## src/rtl/sl_pkg.sv

```systemverilog
package sl_pkg;
  localparam int CTL_W        = 2;
  localparam int NUM_LOOPS    = 2;
  localparam int LOOP_RF      = 0;
  localparam int LOOP_IF      = 1;
  localparam int BIT_CNT_RST  = 23;
  localparam int BIT_PWDN     = 22;
  localparam int BIT_SEL      = 21;  // IF: gated-style select, RF: prescaler range
  localparam logic [CTL_W-1:0] ADDR_RF = 2'b11;
  localparam logic [CTL_W-1:0] ADDR_IF = 2'b10;

  typedef enum logic [1:0] {
    PD_UP   = 2'd0,
    PD_WAIT = 2'd1,
    PD_DOWN = 2'd2
  } pd_state_e;

  function automatic logic [CTL_W-1:0] loop_addr(input int idx);
    return (idx == LOOP_RF) ? ADDR_RF : ADDR_IF;
  endfunction
endpackage

```

## src/rtl/sl_sync.sv

```systemverilog
module sl_sync #(
  parameter int W      = 1,
  parameter int STAGES = 2
) (
  input  logic         clk,
  input  logic         rst_n,
  input  logic [W-1:0] d,
  output logic [W-1:0] q
);
  generate
    if (STAGES <= 1) begin : g_single
      logic [W-1:0] stg;
      always_ff @(posedge clk or negedge rst_n) begin
        if (!rst_n) stg <= '0;
        else        stg <= d;
      end
      assign q = stg;
    end else begin : g_chain
      logic [STAGES-1:0][W-1:0] stg;
      always_ff @(posedge clk or negedge rst_n) begin
        if (!rst_n) stg <= '0;
        else        stg <= {stg[STAGES-2:0], d};
      end
      assign q = stg[STAGES-1];
    end
  endgenerate
endmodule

```

## src/rtl/sl_frontend.sv

```systemverilog
module sl_frontend #(
  parameter int SYNC_STAGES = 2
) (
  input  logic clk,
  input  logic rst_n,
  input  logic ser_clk,
  input  logic ser_data,
  input  logic ser_le,
  output logic shift_stb,
  output logic shift_bit,
  output logic latch_stb
);
  localparam int LINES = 3;
  localparam int IDX_CLK = 0;
  localparam int IDX_DAT = 1;
  localparam int IDX_LE  = 2;

  logic [LINES-1:0] raw;
  logic [LINES-1:0] synced;
  logic             clk_prev;
  logic             le_prev;

  assign raw[IDX_CLK] = ser_clk;
  assign raw[IDX_DAT] = ser_data;
  assign raw[IDX_LE]  = ser_le;

  sl_sync #(.W(LINES), .STAGES(SYNC_STAGES)) u_sync (
    .clk  (clk),
    .rst_n(rst_n),
    .d    (raw),
    .q    (synced)
  );

  always_ff @(posedge clk or negedge rst_n) begin
    if (!rst_n) begin
      clk_prev <= 1'b0;
      le_prev  <= 1'b0;
    end else begin
      clk_prev <= synced[IDX_CLK];
      le_prev  <= synced[IDX_LE];
    end
  end

  assign shift_stb = synced[IDX_CLK] & ~clk_prev;
  assign shift_bit = synced[IDX_DAT];
  assign latch_stb = synced[IDX_LE] & ~le_prev;
endmodule

```

## src/rtl/sl_regfile.sv

```systemverilog
module sl_regfile
  import sl_pkg::*;
#(
  parameter int WORD_W = 24
) (
  input  logic                               clk,
  input  logic                               rst_n,
  input  logic                               shift_stb,
  input  logic                               shift_bit,
  input  logic                               latch_stb,
  output logic [NUM_LOOPS-1:0][WORD_W-1:0]   nreg
);
  logic [WORD_W-1:0] shreg;
  logic [CTL_W-1:0]  sel;

  always_ff @(posedge clk or negedge rst_n) begin
    if (!rst_n)         shreg <= '0;
    else if (shift_stb) shreg <= {shreg[WORD_W-2:0], shift_bit};
  end

  assign sel = shreg[CTL_W-1:0];

  generate
    for (genvar l = 0; l < NUM_LOOPS; l++) begin : g_loop
      localparam logic [CTL_W-1:0] MY_ADDR = loop_addr(l);
      logic hit;
      assign hit = latch_stb && (sel == MY_ADDR);
      always_ff @(posedge clk or negedge rst_n) begin
        if (!rst_n)   nreg[l] <= '0;
        else if (hit) nreg[l] <= shreg;
      end
    end
  endgenerate
endmodule

```

## src/rtl/sl_pd_seq.sv

```systemverilog
module sl_pd_seq
  import sl_pkg::*;
(
  input  logic clk,
  input  logic rst_n,
  input  logic req,
  input  logic gated,
  input  logic cp_done,
  output logic pwdn
);
  pd_state_e state, nxt;

  always_comb begin
    nxt = state;
    unique case (state)
      PD_UP: begin
        if (req) nxt = gated ? PD_WAIT : PD_DOWN;
      end
      PD_WAIT: begin
        if (!req)                   nxt = PD_UP;
        else if (!gated || cp_done) nxt = PD_DOWN;
      end
      PD_DOWN: begin
        if (!req) nxt = PD_UP;
      end
      default: nxt = PD_UP;
    endcase
  end

  always_ff @(posedge clk or negedge rst_n) begin
    if (!rst_n) state <= PD_UP;
    else        state <= nxt;
  end

  assign pwdn = (state == PD_DOWN);
endmodule

```

## src/rtl/ser_pll_loader.sv

```systemverilog
module ser_pll_loader
  import sl_pkg::*;
#(
  parameter int WORD_W      = 24,
  parameter int SYNC_STAGES = 2
) (
  input  logic              clk,
  input  logic              rst_n,
  input  logic              ser_clk,
  input  logic              ser_data,
  input  logic              ser_le,
  input  logic              rf_cp_done,
  input  logic              if_cp_done,
  output logic [WORD_W-1:0] rf_nreg,
  output logic [WORD_W-1:0] if_nreg,
  output logic              rf_pwdn,
  output logic              if_pwdn,
  output logic              rf_cnt_rst,
  output logic              if_cnt_rst,
  output logic              rf_presc_hi
);
  logic                             shift_stb;
  logic                             shift_bit;
  logic                             latch_stb;
  logic [NUM_LOOPS-1:0][WORD_W-1:0] nreg;
  logic [NUM_LOOPS-1:0]             done_v;
  logic [NUM_LOOPS-1:0]             pwdn_v;
  logic                             gated;

  sl_frontend #(.SYNC_STAGES(SYNC_STAGES)) u_front (
    .clk      (clk),
    .rst_n    (rst_n),
    .ser_clk  (ser_clk),
    .ser_data (ser_data),
    .ser_le   (ser_le),
    .shift_stb(shift_stb),
    .shift_bit(shift_bit),
    .latch_stb(latch_stb)
  );

  sl_regfile #(.WORD_W(WORD_W)) u_regs (
    .clk      (clk),
    .rst_n    (rst_n),
    .shift_stb(shift_stb),
    .shift_bit(shift_bit),
    .latch_stb(latch_stb),
    .nreg     (nreg)
  );

  assign gated           = nreg[LOOP_IF][BIT_SEL];
  assign done_v[LOOP_RF] = rf_cp_done;
  assign done_v[LOOP_IF] = if_cp_done;

  generate
    for (genvar l = 0; l < NUM_LOOPS; l++) begin : g_pd
      sl_pd_seq u_seq (
        .clk    (clk),
        .rst_n  (rst_n),
        .req    (nreg[l][BIT_PWDN]),
        .gated  (gated),
        .cp_done(done_v[l]),
        .pwdn   (pwdn_v[l])
      );
    end
  endgenerate

  assign rf_nreg     = nreg[LOOP_RF];
  assign if_nreg     = nreg[LOOP_IF];
  assign rf_pwdn     = pwdn_v[LOOP_RF];
  assign if_pwdn     = pwdn_v[LOOP_IF];
  assign rf_cnt_rst  = nreg[LOOP_RF][BIT_CNT_RST];
  assign if_cnt_rst  = nreg[LOOP_IF][BIT_CNT_RST];
  assign rf_presc_hi = nreg[LOOP_RF][BIT_SEL];
endmodule

```

## config.mk

```make
export PLATFORM = sky130hd
export DESIGN_NAME = ser_pll_loader
export DESIGN_NICKNAME = d
export VERILOG_FILES = /design/src/rtl/sl_pkg.sv /design/src/rtl/sl_sync.sv /design/src/rtl/sl_frontend.sv /design/src/rtl/sl_regfile.sv /design/src/rtl/sl_pd_seq.sv /design/src/rtl/ser_pll_loader.sv
export SDC_FILE = /design/constraint.sdc
export NUM_CORES = 1
export LEC_CHECK = 0
export CORE_AREA = 5 5 96 98
export CTS_CLUSTER_DIAMETER = 120
export DETAILED_ROUTE_END_ITERATION = 10
export DIE_AREA = 0 0 101 103
export GPL_TIMING_DRIVEN = 0
export HOLD_SLACK_MARGIN = 0.12
export PLACE_DENSITY = 0.62
export SYNTH_ARGS = -nofsm -noshare
export SYNTH_HDL_FRONTEND = slang
export SYNTH_SLANG_ARGS = --single-unit
export TNS_END_PERCENT = 5
```

## constraint.sdc

```tcl
create_clock -name clk -period 1.4 [get_ports clk]
set_input_delay 0.21 -clock clk [delete_from_list [all_inputs] [get_ports clk]]
set_output_delay 0.21 -clock clk [all_outputs]
set_load 0.05 [all_outputs]
```

* Yosys cells after proc, flatten, opt, wreduce, memory -nomap -nowiden
Cells that the tools add are included.
** Storage, ports and cells
- Word-level logic and storage cells :: 45
- Bits of input ports :: 7
- Output and inout bits :: 53
- Register bits :: 84
** Operators by class
- Reduce and logical (&&, ||, !) cells :: 9
- Bitwise logic cells :: 4
- Eq/ne operators :: 12
- Muxes and demuxes :: 11
** Operators with widths (count)
- 2-bit 2-to-1 mux :: 9
- 2-bit one-hot mux with 3 select lines :: 2
- 2-bit equality test (second input constant) :: 4
- 2-bit inequality test (second input constant) :: 4
- 3-bit by 2-bit inequality test with 1-bit output (second input constant) :: 2
- 3-bit AND reduction :: 2
- 2-bit by 1-bit equality test with 1-bit output (second input constant) :: 2
- 2-bit zero test :: 2
- 1-bit AND :: 2
- 1-bit logical AND :: 2
- 1-bit logical OR :: 2
- 1-bit inverter :: 2
- 1-bit zero test :: 1

* Longest topological paths before layout
Gate-level depths: netlist (run 1).
- Word-level depth :: 5
- Depth in mapped cells :: 4
- Depth with buffers taken out :: 2

* Modules after synthesis
From an unflattened synthesis (run 1), not the netlist that was laid out.
** Unflattened totals
- Cells, all modules :: 185
- Area, all modules :: 3223.1 um^2
** By module, submodules not included
- sl_regfile :: area an instance 2762.6 um^2, sequential area each 1801.7 um^2, cells an instance 153, times used 1
- sl_pd_seq :: area an instance 93.8 um^2, sequential area each 50.0 um^2, cells an instance 8, times used 2
- sl_sync :: area an instance 172.7 um^2, sequential area each 150.1 um^2, cells an instance 9, times used 1
- sl_frontend :: area an instance 77.6 um^2, sequential area each 50.0 um^2, cells an instance 4, times used 1
- ser_pll_loader :: area an instance 22.5 um^2, sequential area each 0.0 um^2, cells an instance 3, times used 1

* Least setup slack after synthesis (run 1)
OpenSTA, ideal clock, no wires.
- Kind :: reg2reg
- Start :: register g_pd[1].u_seq.state[1]
- End :: register g_pd[1].u_seq.state[1]
- Stages on the path, launching flop included :: 3
- Library setup time :: 0.068 ns
- Data required time :: 1.332 ns
- Path slack :: -0.004 ns
- Data arrival time :: 1.336 ns
- Period minus slack after synthesis :: 1.404 ns
- Path buffers :: 0
- Cells stage by stage :: dfrtp_1 -> nor2b_1 -> o31a_1
** On the way
- Longest elaborated chain between the ends :: 3
- Elaborated cells between the ends (all ways) :: 8
- Classes of those cells :: 5 x eq/ne; 1 x mux; 2 x reduce/logical
** RTL lines
- from (decl) :: RTL line sl_pd_seq.sv:11 : pd_state_e state, nxt;
- from (signal assigned) :: RTL line sl_pd_seq.sv:32 : else state <= nxt;
- 2-bit equality test *
- via if_pwdn :: RTL line ser_pll_loader.sv:17 : output logic if_pwdn,
- 2-bit inequality test (no source line)
- 3-bit AND reduction (no source line)
Mark *: on every way through the listed nets, which the timed path passes. The rest lies on a longest branch.
A chain may end at the register's enable or synchronous reset.

* Final worst setup path (run 1)
- Start :: register u_regs.shreg[0]
- End :: register u_regs.nreg[35] (netlist bit)
** On the way
- Longest elaborated chain between the ends :: 2
** RTL lines
- from (decl) :: RTL line sl_regfile.sv:13 : logic [WORD_W-1:0] shreg;
- from (signal assigned) :: RTL line sl_regfile.sv:18 : else if (shift_stb) shreg <= {shreg[WORD_W-2:0], shift_bit};
- 2-bit equality test :: RTL line sl_regfile.sv:27 : assign hit = latch_stb && (sel == MY_ADDR);
- 1-bit logical AND :: RTL line sl_regfile.sv:27
- to (signal, indexed assignment) :: RTL line sl_regfile.sv:30 : else if (hit) nreg[l] <= shreg;
- to (decl) :: RTL line sl_regfile.sv:11 : output logic [NUM_LOOPS-1:0][WORD_W-1:0] nreg
No other way between the ends.

==> run summary, run 1 <==
status - finished, violations left
violated checks - negative setup slack
vias - 1714
die area - 10400 µm²
first-pass GRT wire length - 9.11 mm
top post-synthesis cells by count - dfrtp_1 (84), mux2_2 (50), mux2_4 (18)
worst slew pin tran - 0.538 ns
RSZ-0062 raised after global routing - true
gr ovfl total - 0
antenna violations before repair - 0
syn avg cell area - 17.2 µm²
FF+latch area - 2100 µm²
share of layout cells above drive strength 1 - 0.598
die extent in x - 101 µm
Pleak - 0.00200 µW
multi-input logic area - 982 µm²
Final Hold Violating Endpoints - 0
Seq cells post-synth - 84
clock power share - 0.240
f_max - 705 MHz
core area - 8380 µm²
Clock Skew - 0.0132 ns
Worst Path Max Fanout - 7
Synth Cell Area - 3190 µm²
Hold EP - u_front.u_sync.g_chain.stg[1]$_DFF_PN0_
setup TNS - -0.107 ns
Main synth FF type - dfrtp_1
ranking of synthesized cells by area - dfrtp_1 (66%), mux2_2 (18%), mux2_4 (8.5%)
Async S/R FF share, synth - 1.00
Switch Pwr - 2800 µW
Routed WL - 5.58 mm
count leader, synth - dfrtp_1
Fillers - 713
Sw Share - 0.360
final antenna-violating net count - 0
fin nets - 268
Placer Congestion - 0.658
reg2reg setup slack - -0.02 ns
clk sinks - 84
VDD IR-drop max - 1.19 mV
Synth Area in Simple Gates - 0.0357
Hold Path Class - input pin to register
DR WL/cell - 14.9 µm
maxcap violations - 0
cts bufs inserted - 9
Root Driver - clkbuf_8
top cell type's share of synthesized area - 0.659
crit path capture type - register
Seq/Total Area, Yosys - 0.659
PwrDens - 1830 nW/µm²
min Tclk post-route - 1.42 ns
Required @ worst endpoint - 1.63 ns
number of global-route vias before repair - 1761
DRC violations left - 0
Post-DP Area - 3940 µm²
WP data arrival - 1.65 ns
adder-cell share of the synthesized area - 0
Synth Area in XOR/XNOR - 0
worst r2r src - u_regs.shreg[0]$_DFFE_PN0P_
CTS tree - done
fin crit share - 1.01
hold wc startpoint - ser_data
Reg power frac - 0.430
drt pass-1 iters - 6
row cnt - 34
synthesized instance count - 185
area delta synth->final - 33.7%
global router's overall resource usage - 0.114
RR Endpoint - u_regs.nreg[35]$_DFFE_PN0P_
Worst Reg-to-Reg Cells - 4
H-tree depth - 3
EDFF count, synth - 0
complex-gate fraction of the synthesized area - 0.00784
YS warnings - 0
WHS Path Cells - 1
Crit Path Class - register to register
Starting Density - 0.381
post-route setup slack - -0.0178 ns
DR vias/cell - 4.58
internal cell power - 4990 µW
final setup vio count - 10
Net Count, Synth - 192
Post-DP HPWL - 3.65 mm
largest net degree at the start of global routing - 44
Worst-path clk slew - 0.08 ns
final design area excluding fillers - 4270 µm²
Slew HR - 0.641
Ports - 60
chip height - 103 µm
crit start category - register
Iteration-0 DRC Markers - 34
Gate power share - 0.330
Final Util - 0.509
largest family of logic cells by synthesized area - multiplexers
Clock Path Buffers - 2
top cell type by total area after synthesis - dfrtp_1
post-synth cell types - 19
antenna fix cells - 0
Pins Over Slew Limit - 0
IO Port Bufs - 59
mux cell area share after synthesis - 0.261
Clk Latency, worst-skew pair - 0.35 ns
==> final cells by class <==
cell class / count / area share
Timing Repair Buffer: 65 / 0.162
Buffer: 14 / 0.0326
Multi-Input combinational cell: 87 / 0.230
Clock buffer: 11 / 0.0308
Sequential cell: 84 / 0.493
Clock inverter: 5 / 0.0199
Tap cell: 108 / 0.0317
==> through the flow <==
| stage | std cells | hold WS, ns | worst slack [ns] | total power [µW] |
|---|---|---|---|---|
| after floorplan | 185 | -0.0856 | 0.000225 | 5130 |
| after global placement | 352 | 0.333 | -2.91 | 6040 |
| after detailed placement | 353 | 0.230 | -0.201 | 6070 |
| after CTS | 370 | 0.273 | -0.0602 | 7890 |
| after global routing | 374 | 0.263 | -0.0707 | 8180 |
| final | 374 | 0.295 | -0.0178 | 7790 |
==> logic make-up after synthesis <==
kind of cell | after synthesis
AND/OR/NAND/NOR | 16
multiplexers | 68
AO/OA/AOI/OAI | 3
buffers and inverters | 14
flip-flops | 84
==> worst max path at each step <==
| stage | startpoint | cells past startpoint | to | slack [ns] |
|---|---|---|---|---|
| 6_report | u_regs.shreg[0]$_DFFE_PN0P_ | 4 | u_regs.nreg[35]$_DFFE_PN0P_ | -0.02 |
| 5_1_grt | u_regs.shreg[0]$_DFFE_PN0P_ | 4 | u_regs.nreg[44]$_DFFE_PN0P_ | -0.07 |
| 4_1_cts | u_regs.nreg[37]$_DFFE_PN0P_ | 1 | if_nreg[13] | -0.06 |
| 3_5_place_dp | g_pd[0].u_seq.state[1]$_DFFE_PN0P_ | 2 | rf_pwdn | -0.20 |
| 3_3_place_gp | rst_n | 1 | u_regs.nreg[33]$_DFFE_PN0P_ | -2.91 |
| 2_1_floorplan | g_pd[0].u_seq.state[0]$_DFFE_PN0P_ | 2 | g_pd[0].u_seq.state[1]$_DFFE_PN0P_ | 0.0002 |
==> per-layer routing <==
| metal | share of wire | global-route usage | vias to the layer above |
|---|---|---|---|
| met3 | 0.047 | 0.0474 | 4 |
| met4 | 0.0045 | 0.0429 | 0 |
| met5 | 0 | 0 | - |
| li1 | - | - | 795 |
| met2 | 0.47 | 0.164 | 34 |
| met1 | 0.47 | 0.156 | 881 |
==> critical path, cell delays in order, from the launching register on <==
cell	delay, ns
dfrtp_1	0.42
and4bb_1	0.28
buf_6	0.16
clkbuf_16	0.16
mux2_4	0.29
==> state kept, by name, summed over array words and instances, names as in the netlist <==
signal and flops:
u_front.u_sync.q 3, u_front.clk_prev 1, u_front.le_prev 1, u_regs.nreg 48, g_pd.u_seq.state 4, u_front.u_sync.g_chain.stg 3, u_regs.shreg 24
==> layout by cell type (no fill, tap or decap), types with 3 or more instances in the layout <==
cell type and instances:
mux2_4 18, buf_4 16, buf_6 5, buf_2 4, clkbuf_8 9, buf_12 3
clkdlybuf4s50_1 5, clkdlybuf4s15_2 43, mux2_2 50, dfrtp_1 84
==> what timing repair did <==
item | CTS | global route
cloned | 0 | 1
pin swaps | 1 | 0
hold endpoints to repair | 41 | 0
resized for setup | 179 | 9
setup endpoints to repair | 105 | 51
hold buffers | 1 | 0
setup buffers | 0 | 3
==> power by group through the flow <==
stage	clock network, µW	logic, µW	registers, µW
after global placement	0	2640	3400
after floorplan	0	649	4480
after global routing	2040	2700	3440
after CTS	1940	2590	3360
final	1870	2570	3350
after detailed placement	0	2670	3400
Power figures use the tool's default switching activity.
==> run 2, diff against run 1 <==
--- a/config.mk
+++ b/config.mk
@@ -12,5 +12,5 @@
 export GPL_TIMING_DRIVEN = 0
 export HOLD_SLACK_MARGIN = 0.12
-export PLACE_DENSITY = 0.62
+export PLACE_DENSITY = 0.61
 export SYNTH_ARGS = -nofsm -noshare
 export SYNTH_HDL_FRONTEND = slang
==> constraint.sdc (replaced) <==
create_clock -name clk -period 1.4 [get_ports clk]
set_input_delay 0.14 -clock clk [delete_from_list [all_inputs] [get_ports clk]]
set_output_delay 0.14 -clock clk [all_outputs]
set_load 0.05 [all_outputs]
==> run 2 against run 1 <==
The run still ends with negative setup slack left. Global-route usage is 0.17 points lower. Hold slack worse by 0.064 ns. Flip-flop and latch count stayed put. Cell count is 0.80% lower. Core utilization is 2.4 points lower. Clock power is 5% lower. Clock skew hardly changed. Sequential power hardly changed. Critical endpoint is now u_regs.nreg[33]$_DFFE_PN0P_. Largest cell class unchanged. Highest routed layer unchanged.
==> run summary, run 2 (synthesis results as in run 1) <==
WHS - 0.230 ns
PwrDens - 1860 nW/µm²
min Tclk post-route - 1.45 ns
worst slew pin tran - 0.528 ns
registers with the most flip-flops - u_regs.nreg: 48 flops, u_regs.shreg: 24 flops, g_pd.u_seq.state: 4 flops
fin nets - 265
Fillers - 749
CP top delay family - flip-flops
Ports - 60
Crit Path Class - register to register
Starting Density - 0.381
most frequent cells in the layout - dfrtp_1 (84), mux2_2 (50), clkdlybuf4s15_1 (23)
Clk Latency, worst-skew pair - 0.35 ns
final setup vio count - 20
WP data arrival - 1.68 ns
WP buf/inv - 2
most common cell after layout, fill and taps aside - dfrtp_1
Final Hold Violating Endpoints - 0
Largest Register - u_regs.nreg
Clock Skew - 0.0133 ns
CTS tree - done
Post-DP HPWL - 3.58 mm
largest stage delay on the critical path - 0.43 ns
core area - 8380 µm²
Post-DP Area - 3940 µm²
post-route setup slack - -0.0513 ns
H-tree depth - 3
f_max - 689 MHz
Pins Over Slew Limit - 0
Post-Layout Cell Count - 371
Worst Path Max Fanout - 10
Hold Path Class - input pin to register
Root Driver - clkbuf_8
share of layout cells above drive strength 1 - 0.498
IO Port Bufs - 59
setup TNS - -0.752 ns
DR vias/cell - 4.54
maxcap violations - 0
number of global-route vias before repair - 1759
status - finished, violations left
Required @ worst endpoint - 1.63 ns
row cnt - 34
max reg flops - 48
VDD IR-drop max - 1.13 mV
Iteration-0 DRC Markers - 47
antenna fix cells - 0
largest net degree at the start of global routing - 46
Worst-path clk slew - 0.08 ns
antenna violations before repair - 0
vias - 1684
final antenna-violating net count - 0
critical path cell sequence - and4bb_1, buf_6, buf_12, mux2_4
clk sinks - 84
drt pass-1 iters - 4
cts bufs inserted - 9
DR WL/cell - 14.6 µm
FF+latch area - 2100 µm²
Worst path slowest cell - dfrtp_1
fin crit share - 1.04
violated checks - negative setup slack
Pleak - 0.00199 µW
final design area excluding fillers - 4060 µm²
crit start category - register
Final Util - 0.485
die area - 10400 µm²
multi-input logic area - 975 µm²
Clock Path Buffers - 2
RSZ-0062 raised after global routing - true
Routed WL - 5.42 mm
Placer Congestion - 0.657
chip height - 103 µm
dpl cells - 353
global router's overall resource usage - 0.113
first-pass GRT wire length - 9.03 mm
die extent in x - 101 µm
crit path capture type - register
area delta synth->final - 27.4%
DRC violations left - 0
Slew HR - 0.648
gr ovfl total - 0
-- run 2: worst register-to-register path, stage by stage, from the launching register on --
cell and delay [ns]:
dfrtp_1 0.43, and4bb_1 0.31, buf_6 0.15, buf_12 0.15, mux2_4 0.31
-- run 2: metal layers --
metal	share of wire	wire length (µm)	vias to the layer above	global-route usage
met1	0.49	2650	846	0.158
met5	0	0	-	0
met2	0.44	2380	39	0.159
met4	0.017	92	0	0.0552
li1	-	-	790	-
met3	0.055	297	9	0.0338
-- run 2: final timing paths --
check	start	endpoint	slack (ns)	depth (start not counted)
hold reg to reg	u_front.u_sync.g_chain.stg[2]$_DFF_PN0_	u_front.u_sync.q[2]$_DFF_PN0_	0.35	0
setup reg to reg	u_regs.shreg[0]$_DFFE_PN0P_	u_regs.nreg[33]$_DFFE_PN0P_	-0.05	4
setup / recovery	u_regs.shreg[0]$_DFFE_PN0P_	u_regs.nreg[33]$_DFFE_PN0P_	-0.05	4
max in group asynchronous	rst_n	u_regs.nreg[13]$_DFFE_PN0P_	0.49	3
hold / removal	ser_clk	u_front.u_sync.g_chain.stg[0]$_DFF_PN0_	0.23	1
min in group asynchronous	rst_n	g_pd[0].u_seq.state[0]$_DFFE_PN0P_	0.30	2
-- run 2: timing repair --
action                                  in CTS  in global routing
gates resized for setup                     86                 55
hold buffers                                 1                  0
pin swaps                                    1                  0
endpoints found under the setup margin     104                 90
setup buffers                                0                  1
endpoints found under the hold margin       39                  0
-- run 2: final cells by class --
type,instances,share of cell area
multi-input cells,87,0.240
clock buffers,11,0.0373
flip-flops and latches,84,0.517
clock inverters,5,0.0148
repair buffers,62,0.125
plain buffers,14,0.0323
well taps,108,0.0333
-- run 2: metrics by stage --
stage                     total power [µW]  setup WS (ns)
final                                 7550        -0.0513
after global routing                  7930        -0.0781
after detailed placement              6080         -0.103
after global placement                6040          -2.84
after CTS                             7670        -0.0711
after floorplan                       5130       0.000225
-- run 2: power breakdown --
part,leakage (µW),internal [µW],total (µW),switching (µW)
combinational,0.000803,853,2420,1560
sequential,0.00109,2970,3370,395
clock,0.0000938,921,1770,851
total,0.00199,4740,7550,2810
